===== src/rtl/dsp_pwrup_pkg.sv =====
package dsp_pwrup_pkg;

  // Ordinal order is the power-up order; output decode relies on it.
  typedef enum logic [4:0] {
    ST_IDLE     = 5'd0,
    ST_RST      = 5'd1,
    ST_EVB      = 5'd2,
    ST_XO       = 5'd3,
    ST_HS_ON    = 5'd4,
    ST_HS_WAIT  = 5'd5,
    ST_LDO      = 5'd6,
    ST_MCLAMP   = 5'd7,
    ST_SLEEP    = 5'd8,
    ST_BANK     = 5'd9,
    ST_WL       = 5'd10,
    ST_IO       = 5'd11,
    ST_CORE_REL = 5'd12,
    ST_DBG      = 5'd13,
    ST_CLK      = 5'd14,
    ST_GO       = 5'd15,
    ST_HWAIT    = 5'd16,
    ST_RUN      = 5'd17,
    ST_FAIL     = 5'd18
  } dpu_state_e;

endpackage


===== src/rtl/dsp_pwrup_timer.sv =====
module dsp_pwrup_timer #(
  parameter int CLK_PER_MS = 100000,
  parameter int MS_W       = 13
) (
  input  logic            clk,
  input  logic            rst_n,
  input  logic            restart_i,
  output logic            tick_o,
  output logic [MS_W-1:0] ms_cnt_o
);

  localparam int CYC_W = (CLK_PER_MS > 1) ? $clog2(CLK_PER_MS) : 1;

  logic [CYC_W-1:0] cyc_q, cyc_d;
  logic [MS_W-1:0]  ms_q, ms_d;

  assign tick_o   = (cyc_q == CYC_W'(CLK_PER_MS - 1));
  assign ms_cnt_o = ms_q;

  always_comb begin
    cyc_d = cyc_q;
    ms_d  = ms_q;
    if (restart_i) begin
      cyc_d = '0;
      ms_d  = '0;
    end else if (tick_o) begin
      cyc_d = '0;
      if (ms_q != '1) ms_d = ms_q + 1'b1;
    end else begin
      cyc_d = cyc_q + 1'b1;
    end
  end

  always_ff @(posedge clk or negedge rst_n) begin
    if (!rst_n) begin
      cyc_q <= '0;
      ms_q  <= '0;
    end else begin
      cyc_q <= cyc_d;
      ms_q  <= ms_d;
    end
  end

  AST_CYC_BOUND: assert property (@(posedge clk) disable iff (!rst_n)
    cyc_q <= CYC_W'(CLK_PER_MS - 1));

endmodule


===== src/rtl/dsp_pwrup_decode.sv =====
module dsp_pwrup_decode
  import dsp_pwrup_pkg::*;
#(
  parameter int NUM_BANKS = 20,
  parameter int IDX_W     = 5
) (
  input  dpu_state_e           state_i,
  input  logic [IDX_W-1:0]     bank_idx_i,
  output logic                 busy_o,
  output logic                 running_o,
  output logic                 timeout_o,
  output logic                 ss_rel_o,
  output logic                 xo_en_o,
  output logic                 hs_en_o,
  output logic                 ldo_byp_o,
  output logic                 mem_clamp_o,
  output logic                 mem_sleep_o,
  output logic [NUM_BANKS-1:0] bank_en_o,
  output logic                 wl_clamp_o,
  output logic                 io_clamp_o,
  output logic                 core_rst_o,
  output logic                 dbg_ret_o,
  output logic                 core_clk_o,
  output logic                 core_halt_o
);

  // Each control changes once, when its step is entered, and keeps that
  // level in every later state, so it decodes as a compare on the ordinal.
  assign busy_o      = (state_i != ST_IDLE) && (state_i != ST_RUN) && (state_i != ST_FAIL);
  assign running_o   = (state_i == ST_RUN);
  assign timeout_o   = (state_i == ST_FAIL);
  assign ss_rel_o    = (state_i >= ST_RST);
  assign xo_en_o     = (state_i >= ST_XO);
  assign hs_en_o     = (state_i >= ST_HS_ON);
  assign ldo_byp_o   = (state_i >= ST_LDO);
  assign mem_clamp_o = (state_i <  ST_MCLAMP);
  assign mem_sleep_o = (state_i <  ST_SLEEP);
  assign wl_clamp_o  = (state_i <  ST_WL);
  assign io_clamp_o  = (state_i <  ST_IO);
  assign core_rst_o  = (state_i <  ST_CORE_REL);
  assign dbg_ret_o   = (state_i >= ST_DBG);
  assign core_clk_o  = (state_i >= ST_CLK);
  assign core_halt_o = (state_i <  ST_GO);

  for (genvar b = 0; b < NUM_BANKS; b++) begin : g_bank
    assign bank_en_o[b] = (state_i > ST_BANK) ||
                          ((state_i == ST_BANK) && (IDX_W'(b) >= bank_idx_i));
  end

endmodule


===== src/rtl/dsp_pwrup_seq.sv =====
module dsp_pwrup_seq
  import dsp_pwrup_pkg::*;
#(
  parameter int CLK_PER_MS     = 100000,
  parameter int NUM_BANKS      = 20,
  parameter int ACK_TRIES      = 10,
  parameter int BANK_SETTLE_MS = 10,
  parameter int HANDOVER_MS    = 5000,
  parameter int ADDR_W         = 32
) (
  input  logic                 clk,
  input  logic                 rst_n,
  input  logic                 start_i,
  input  logic [ADDR_W-1:0]    boot_addr_i,
  input  logic                 hs_ack_i,
  input  logic                 handover_i,
  output logic                 busy_o,
  output logic                 running_o,
  output logic                 start_timeout_o,
  output logic                 hs_warn_o,
  output logic                 ss_rst_rel_o,
  output logic [ADDR_W-5:0]    evb_o,
  output logic                 xo_clk_en_o,
  output logic                 hs_en_o,
  output logic                 ldo_bypass_o,
  output logic                 mem_clamp_o,
  output logic                 mem_sleep_o,
  output logic [NUM_BANKS-1:0] bank_en_o,
  output logic                 wl_clamp_o,
  output logic                 io_clamp_o,
  output logic                 core_rst_o,
  output logic                 dbg_retain_o,
  output logic                 core_clk_en_o,
  output logic                 core_halt_o
);

  localparam int EVB_W  = ADDR_W - 4;
  localparam int IDX_W  = (NUM_BANKS > 1) ? $clog2(NUM_BANKS) : 1;
  localparam int MAX_A  = (ACK_TRIES > BANK_SETTLE_MS) ? ACK_TRIES : BANK_SETTLE_MS;
  localparam int MS_MAX = (MAX_A > HANDOVER_MS) ? MAX_A : HANDOVER_MS;
  localparam int MS_W   = $clog2(MS_MAX + 1);

  dpu_state_e        state_q, state_d;
  logic [IDX_W-1:0]  idx_q, idx_d;
  logic [EVB_W-1:0]  addr_q, addr_d;
  logic [EVB_W-1:0]  evb_d;
  logic              warn_q, warn_d;
  logic              bank_step;
  logic              restart;
  logic              tick;
  logic [MS_W-1:0]   ms_cnt;
  logic              unused_addr_lo;

  assign unused_addr_lo = ^boot_addr_i[3:0];

  // Decoded next-cycle controls
  logic                 dec_busy, dec_run, dec_to, dec_ss, dec_xo, dec_hs, dec_ldo;
  logic                 dec_mclamp, dec_sleep, dec_wl, dec_io, dec_crst, dec_dbg;
  logic                 dec_cclk, dec_halt;
  logic [NUM_BANKS-1:0] dec_bank;

  assign restart = (state_d != state_q) || bank_step;

  dsp_pwrup_timer #(
    .CLK_PER_MS (CLK_PER_MS),
    .MS_W       (MS_W)
  ) timer_i (
    .clk       (clk),
    .rst_n     (rst_n),
    .restart_i (restart),
    .tick_o    (tick),
    .ms_cnt_o  (ms_cnt)
  );

  // Next-state process
  always_comb begin
    state_d   = state_q;
    idx_d     = idx_q;
    addr_d    = addr_q;
    warn_d    = warn_q;
    bank_step = 1'b0;
    unique case (state_q)
      ST_IDLE: if (start_i) begin
        state_d = ST_RST;
        addr_d  = boot_addr_i[ADDR_W-1:4];
        warn_d  = 1'b0;
      end
      ST_RST:     state_d = ST_EVB;
      ST_EVB:     state_d = ST_XO;
      ST_XO:      state_d = ST_HS_ON;
      ST_HS_ON:   state_d = ST_HS_WAIT;
      ST_HS_WAIT: if (tick) begin
        if (hs_ack_i) begin
          state_d = ST_LDO;
        end else if (ms_cnt == MS_W'(ACK_TRIES - 1)) begin
          state_d = ST_LDO;
          warn_d  = 1'b1;
        end
      end
      ST_LDO:     state_d = ST_MCLAMP;
      ST_MCLAMP:  state_d = ST_SLEEP;
      ST_SLEEP: begin
        state_d = ST_BANK;
        idx_d   = IDX_W'(NUM_BANKS - 1);
      end
      ST_BANK: if (tick && (ms_cnt == MS_W'(BANK_SETTLE_MS - 1))) begin
        if (idx_q == '0) begin
          state_d = ST_WL;
        end else begin
          idx_d     = idx_q - 1'b1;
          bank_step = 1'b1;
        end
      end
      ST_WL:       state_d = ST_IO;
      ST_IO:       state_d = ST_CORE_REL;
      ST_CORE_REL: state_d = ST_DBG;
      ST_DBG:      state_d = ST_CLK;
      ST_CLK:      state_d = ST_GO;
      ST_GO:       state_d = ST_HWAIT;
      ST_HWAIT: begin
        if (handover_i) begin
          state_d = ST_RUN;
        end else if (tick && (ms_cnt == MS_W'(HANDOVER_MS - 1))) begin
          state_d = ST_FAIL;
        end
      end
      ST_RUN:  state_d = ST_RUN;
      ST_FAIL: state_d = ST_FAIL;
      default: state_d = ST_IDLE;
    endcase
  end

  assign evb_d = (state_d == ST_EVB) ? addr_q : evb_o;

  dsp_pwrup_decode #(
    .NUM_BANKS (NUM_BANKS),
    .IDX_W     (IDX_W)
  ) decode_i (
    .state_i     (state_d),
    .bank_idx_i  (idx_d),
    .busy_o      (dec_busy),
    .running_o   (dec_run),
    .timeout_o   (dec_to),
    .ss_rel_o    (dec_ss),
    .xo_en_o     (dec_xo),
    .hs_en_o     (dec_hs),
    .ldo_byp_o   (dec_ldo),
    .mem_clamp_o (dec_mclamp),
    .mem_sleep_o (dec_sleep),
    .bank_en_o   (dec_bank),
    .wl_clamp_o  (dec_wl),
    .io_clamp_o  (dec_io),
    .core_rst_o  (dec_crst),
    .dbg_ret_o   (dec_dbg),
    .core_clk_o  (dec_cclk),
    .core_halt_o (dec_halt)
  );

  // Register process: all controls leave the block from flops
  always_ff @(posedge clk or negedge rst_n) begin
    if (!rst_n) begin
      state_q         <= ST_IDLE;
      idx_q           <= '0;
      addr_q          <= '0;
      warn_q          <= 1'b0;
      evb_o           <= '0;
      busy_o          <= 1'b0;
      running_o       <= 1'b0;
      start_timeout_o <= 1'b0;
      ss_rst_rel_o    <= 1'b0;
      xo_clk_en_o     <= 1'b0;
      hs_en_o         <= 1'b0;
      ldo_bypass_o    <= 1'b0;
      mem_clamp_o     <= 1'b1;
      mem_sleep_o     <= 1'b1;
      bank_en_o       <= '0;
      wl_clamp_o      <= 1'b1;
      io_clamp_o      <= 1'b1;
      core_rst_o      <= 1'b1;
      dbg_retain_o    <= 1'b0;
      core_clk_en_o   <= 1'b0;
      core_halt_o     <= 1'b1;
    end else begin
      state_q         <= state_d;
      idx_q           <= idx_d;
      addr_q          <= addr_d;
      warn_q          <= warn_d;
      evb_o           <= evb_d;
      busy_o          <= dec_busy;
      running_o       <= dec_run;
      start_timeout_o <= dec_to;
      ss_rst_rel_o    <= dec_ss;
      xo_clk_en_o     <= dec_xo;
      hs_en_o         <= dec_hs;
      ldo_bypass_o    <= dec_ldo;
      mem_clamp_o     <= dec_mclamp;
      mem_sleep_o     <= dec_sleep;
      bank_en_o       <= dec_bank;
      wl_clamp_o      <= dec_wl;
      io_clamp_o      <= dec_io;
      core_rst_o      <= dec_crst;
      dbg_retain_o    <= dec_dbg;
      core_clk_en_o   <= dec_cclk;
      core_halt_o     <= dec_halt;
    end
  end

  assign hs_warn_o = warn_q;

  AST_XO_BEFORE_HS: assert property (@(posedge clk) disable iff (!rst_n)
    hs_en_o |-> xo_clk_en_o);
  AST_HS_BEFORE_LDO: assert property (@(posedge clk) disable iff (!rst_n)
    ldo_bypass_o |-> hs_en_o);
  AST_CLAMP_ORDER: assert property (@(posedge clk) disable iff (!rst_n)
    !mem_sleep_o |-> (!mem_clamp_o && ldo_bypass_o));
  AST_BANK_SINGLE: assert property (@(posedge clk) disable iff (!rst_n)
    (bank_en_o != $past(bank_en_o)) |-> ($countones(bank_en_o ^ $past(bank_en_o)) == 1));
  AST_BANK_TOP_FIRST: assert property (@(posedge clk) disable iff (!rst_n)
    (|bank_en_o) |-> (bank_en_o[NUM_BANKS-1] && !mem_sleep_o));
  AST_WL_BEFORE_IO: assert property (@(posedge clk) disable iff (!rst_n)
    !io_clamp_o |-> (!wl_clamp_o && (&bank_en_o)));
  AST_CORE_ORDER: assert property (@(posedge clk) disable iff (!rst_n)
    !core_halt_o |-> (core_clk_en_o && dbg_retain_o && !core_rst_o && !io_clamp_o));
  AST_CLK_AFTER_REL: assert property (@(posedge clk) disable iff (!rst_n)
    core_clk_en_o |-> (!core_rst_o && core_halt_o || !core_halt_o));
  AST_END_EXCL: assert property (@(posedge clk) disable iff (!rst_n)
    !(running_o && start_timeout_o));
  AST_RUN_AFTER_GO: assert property (@(posedge clk) disable iff (!rst_n)
    running_o |-> !core_halt_o);
  AST_BUSY_EXCL: assert property (@(posedge clk) disable iff (!rst_n)
    busy_o |-> !(running_o || start_timeout_o));
  AST_EVB_HELD: assert property (@(posedge clk) disable iff (!rst_n)
    (xo_clk_en_o && $past(xo_clk_en_o)) |-> $stable(evb_o));

endmodule


===== config.mk =====
export PLATFORM = sky130hd
export DESIGN_NAME = dsp_pwrup_seq
export DESIGN_NICKNAME = d
export VERILOG_FILES = /design/src/rtl/dsp_pwrup_pkg.sv /design/src/rtl/dsp_pwrup_timer.sv /design/src/rtl/dsp_pwrup_decode.sv /design/src/rtl/dsp_pwrup_seq.sv
export SDC_FILE = /design/constraint.sdc
export NUM_CORES = 1
export LEC_CHECK = 0
export BUFFER_PORTS_ARGS = -buffer_cell sky130_fd_sc_hd__buf_2
export CAP_MARGIN = 20
export CORE_UTILIZATION = 50
export DETAILED_ROUTE_END_ITERATION = 10
export PLACE_DENSITY = 0.72
export SYNTH_ARGS = -nofsm -noshare
export SYNTH_HDL_FRONTEND = slang
export SYNTH_HIERARCHICAL = 1
export SYNTH_SLANG_ARGS = --single-unit

===== constraint.sdc =====
create_clock -name clk -period 4.65 [get_ports clk]
set_clock_uncertainty 0.15 [all_clocks]
set_input_delay 0.93 -clock clk [delete_from_list [all_inputs] [get_ports clk]]
set_output_delay 0.93 -clock clk [all_outputs]
set_load 0.1 [all_outputs]

==> flow_metrics.tcl <==
set metrics [dict create \
    hp-class "reg -> reg" \
    fmax_ghz 0.2510 \
    drv_slew 0 \
    nets 636 \
    synth_cell_type_count 64 \
    finalCritPeriodShare 0.8569 \
    r2r-end "timer_i/cyc_q[16]" \
    reg2reg_from "timer_i/cyc_q[0]" \
    outcome "finished clean" \
    worst_slew_pin_slew_ps 873.3 \
    end_kind "flop" \
    ys_seq_elements 132 \
    drc 0 \
    reg2reg_depth 13 \
    cts_buffers 17 \
    drv_cap 0 \
    ant_nets 0 \
    path_class "reg -> reg" \
    async_flop_share 1.000 \
    min_period_ps 3985 \
    grt_pass1_wl_microns 20220 \
    final_cell_mix "dfrtp_1, buf_2, mux2_2, nand2_1, nor2_1" \
    ios 101 \
    netlist_area_sq_um 5909 \
    cts_tree "done" \
    portBuffers 96 \
    seq_area_frac_synth 0.5602 \
    avgViaCountPerCell 5.613 \
    cts_num_sinks 132 \
    post-cts-setup-buffers 0 \
    hold_slack_ps 345.0 \
    cts_resized 0 \
    insertion_delay_ps 410 \
    cp.required_ps 4760 \
    endpoint "timer_i/cyc_q[16]" \
    rows 39 \
    tns_ps 0 \
    globalRouteTotalUtil 0.2070 \
    dieArea_sq_um 12260 \
    crit_fanout 23 \
    gp_congestion 0.8544 \
    core_area_sq_um 11470 \
    post_drt_wl_per_cell_microns 15.70 \
    setup-violations-final 0 \
    critPathArrivalTime_ps 4100 \
    first_iter_violations 325 \
    cts_hold_buffers 0 \
    synthToLayoutAreaGrowth_pct 21.00 \
    drive_gt1_frac 0.3668 \
    grt_max_degree 60 \
    grt_overflow 0 \
    cp-start-kind "flop" \
    die_x_microns 110.7 \
    grt_pass1_vias 4074 \
    cts-root-buf "clkbuf_16" \
    final_common_cell "dfrtp_1" \
    antenna-diode-count 0 \
    slew_headroom 0.4157 \
    synth_flop_cell "dfrtp_1" \
    finalHoldViolCount 0 \
    synthCells 494 \
    num_vias 4215 \
    hpwl_microns 7764 \
    htreeDepth 4 \
    routed_wl_microns 11790 \
    syn_area_per_cell_sq_um 11.96 \
    r2r_slack_ps 670 \
    crit_start "timer_i/cyc_q[0]" \
    die_h_microns 110.7 \
    cts_buffer_depth 2 \
    start_util 0.5153 \
    clk_pin_slew_ps 50 \
    firstDrtPassIters 4 \
    syn-num-nets 535 \
    rsz0062_at_grt "no" \
    yosys_warnings 6 \
    antenna_found_initial 0 \
    synth_edf_count 0 \
]
[routing by layer]
| layer | vias to the layer above | wire length (microns) | GRT usage |
|---|---|---|---|
| met5 | - | 0 | 0 |
| met4 | 0 | 106 | 0.07200 |
| met3 | 11 | 643 | 0.06178 |
| met2 | 134 | 5642 | 0.3147 |
| met1 | 2067 | 5395 | 0.2835 |
| li1 | 2003 | - | - |
[per-stage QoR]
stage	utilization	std cells	area (sq um)	setup slack, ps
6_report	0.6236	751	7151	665.5
3_3_place_gp	0.5681	719	6515	848.7
2_1_floorplan	-	494	5909	897.5
4_1_cts	0.6236	751	7151	652.3
5_1_grt	0.6236	751	7151	354.0
3_5_place_dp	0.5681	719	6515	701.4
[synthesized netlist by cell type (3+ instances only)]
master    count  area (sq um)
inv_1        14         52.55
mux2_2       57         641.9
nand3b_1      3         22.52
dfrtp_1     126          3153
ha_1          4         50.05
nor3_1        8         40.04
buf_2         9         45.04
o211ai_1      5         37.54
or2_2         3         18.77
nor4_1        7         43.79
nor2b_1       8         50.05
nand2b_1      5         31.28
nor2_1       27         101.4
dfstp_2       6         157.7
or4_1         7         52.55
a31oi_1      11         68.82
buf_6         4         45.04
o31ai_1       7         52.55
xor2_1        8         70.07
a21oi_1       6         30.03
xnor2_1      10         87.58
nor4b_4       3         71.32
nand2_1      31         116.4
nand4_1      11         68.82
nand4b_1      3         26.28
nand3_1      19         95.09
clkbuf_1     11         41.29
o21ai_0      22         110.1
or3_1         9         56.30
o41ai_1       3         26.28
[state kept, by name, indices dropped and copies added, names as in the netlist, 5 cells and up]
name	cells
addr_q	28
bank_en_o	20
evb_o	28
idx_q	5
state_q	5
timer_i/cyc_q	17
timer_i/ms_cnt_o	13
[kinds of logic (layout without fill, tap and decap cells)]
logic type | count (synthesis) | after routing | share of synthesized area
AO/OA/AOI/OAI | 74 | 74 | 0.08808
XOR/XNOR | 18 | 18 | 0.02668
adder cells (fa/ha/maj) | 4 | 4 | 0.008470
buffers and inverters | 40 | 154 | 0.03366
flip-flops | 132 | 132 | 0.5602
multiplexers | 58 | 58 | 0.1103
AND/OR/NAND/NOR | 168 | 168 | 0.1726
[worst min path at each step]
stage,startpoint,end,cells after the start
2_1_floorplan,timer_i/cyc_q[0],timer_i/cyc_q[0],1
3_3_place_gp,hs_warn_o,hs_warn_o,2
3_5_place_dp,evb_o[10],evb_o[10],1
4_1_cts,evb_o[10],evb_o[10],1
5_1_grt,evb_o[18],evb_o[18],1
6_report,evb_o[14],evb_o[14],1
[worst max-delay path: stages, from the launching register on]
cell,delay [ps]
dfrtp_1,410
ha_1,250
and4_1,330
nand4_2,100
buf_4,220
inv_1,100
nor4b_4,220
nand4_2,240
o211ai_1,180
nand4_1,300
nor2b_1,240
a211oi_1,400
nand2b_1,580
nor2_1,120
[layout make-up]
type                    count  area (sq um)
clock buffers              21         460.4
fillers                   872          4317
multi-input cells         322          2400
clock inverters            11         175.2
flip-flops and latches    132          3311
well taps                 143         178.9
inverters                  14         52.55
repair buffers            108         573.1
Power is not shown: default switching activity piles up to over one toggle a cycle in this logic, so the estimate is an artifact.
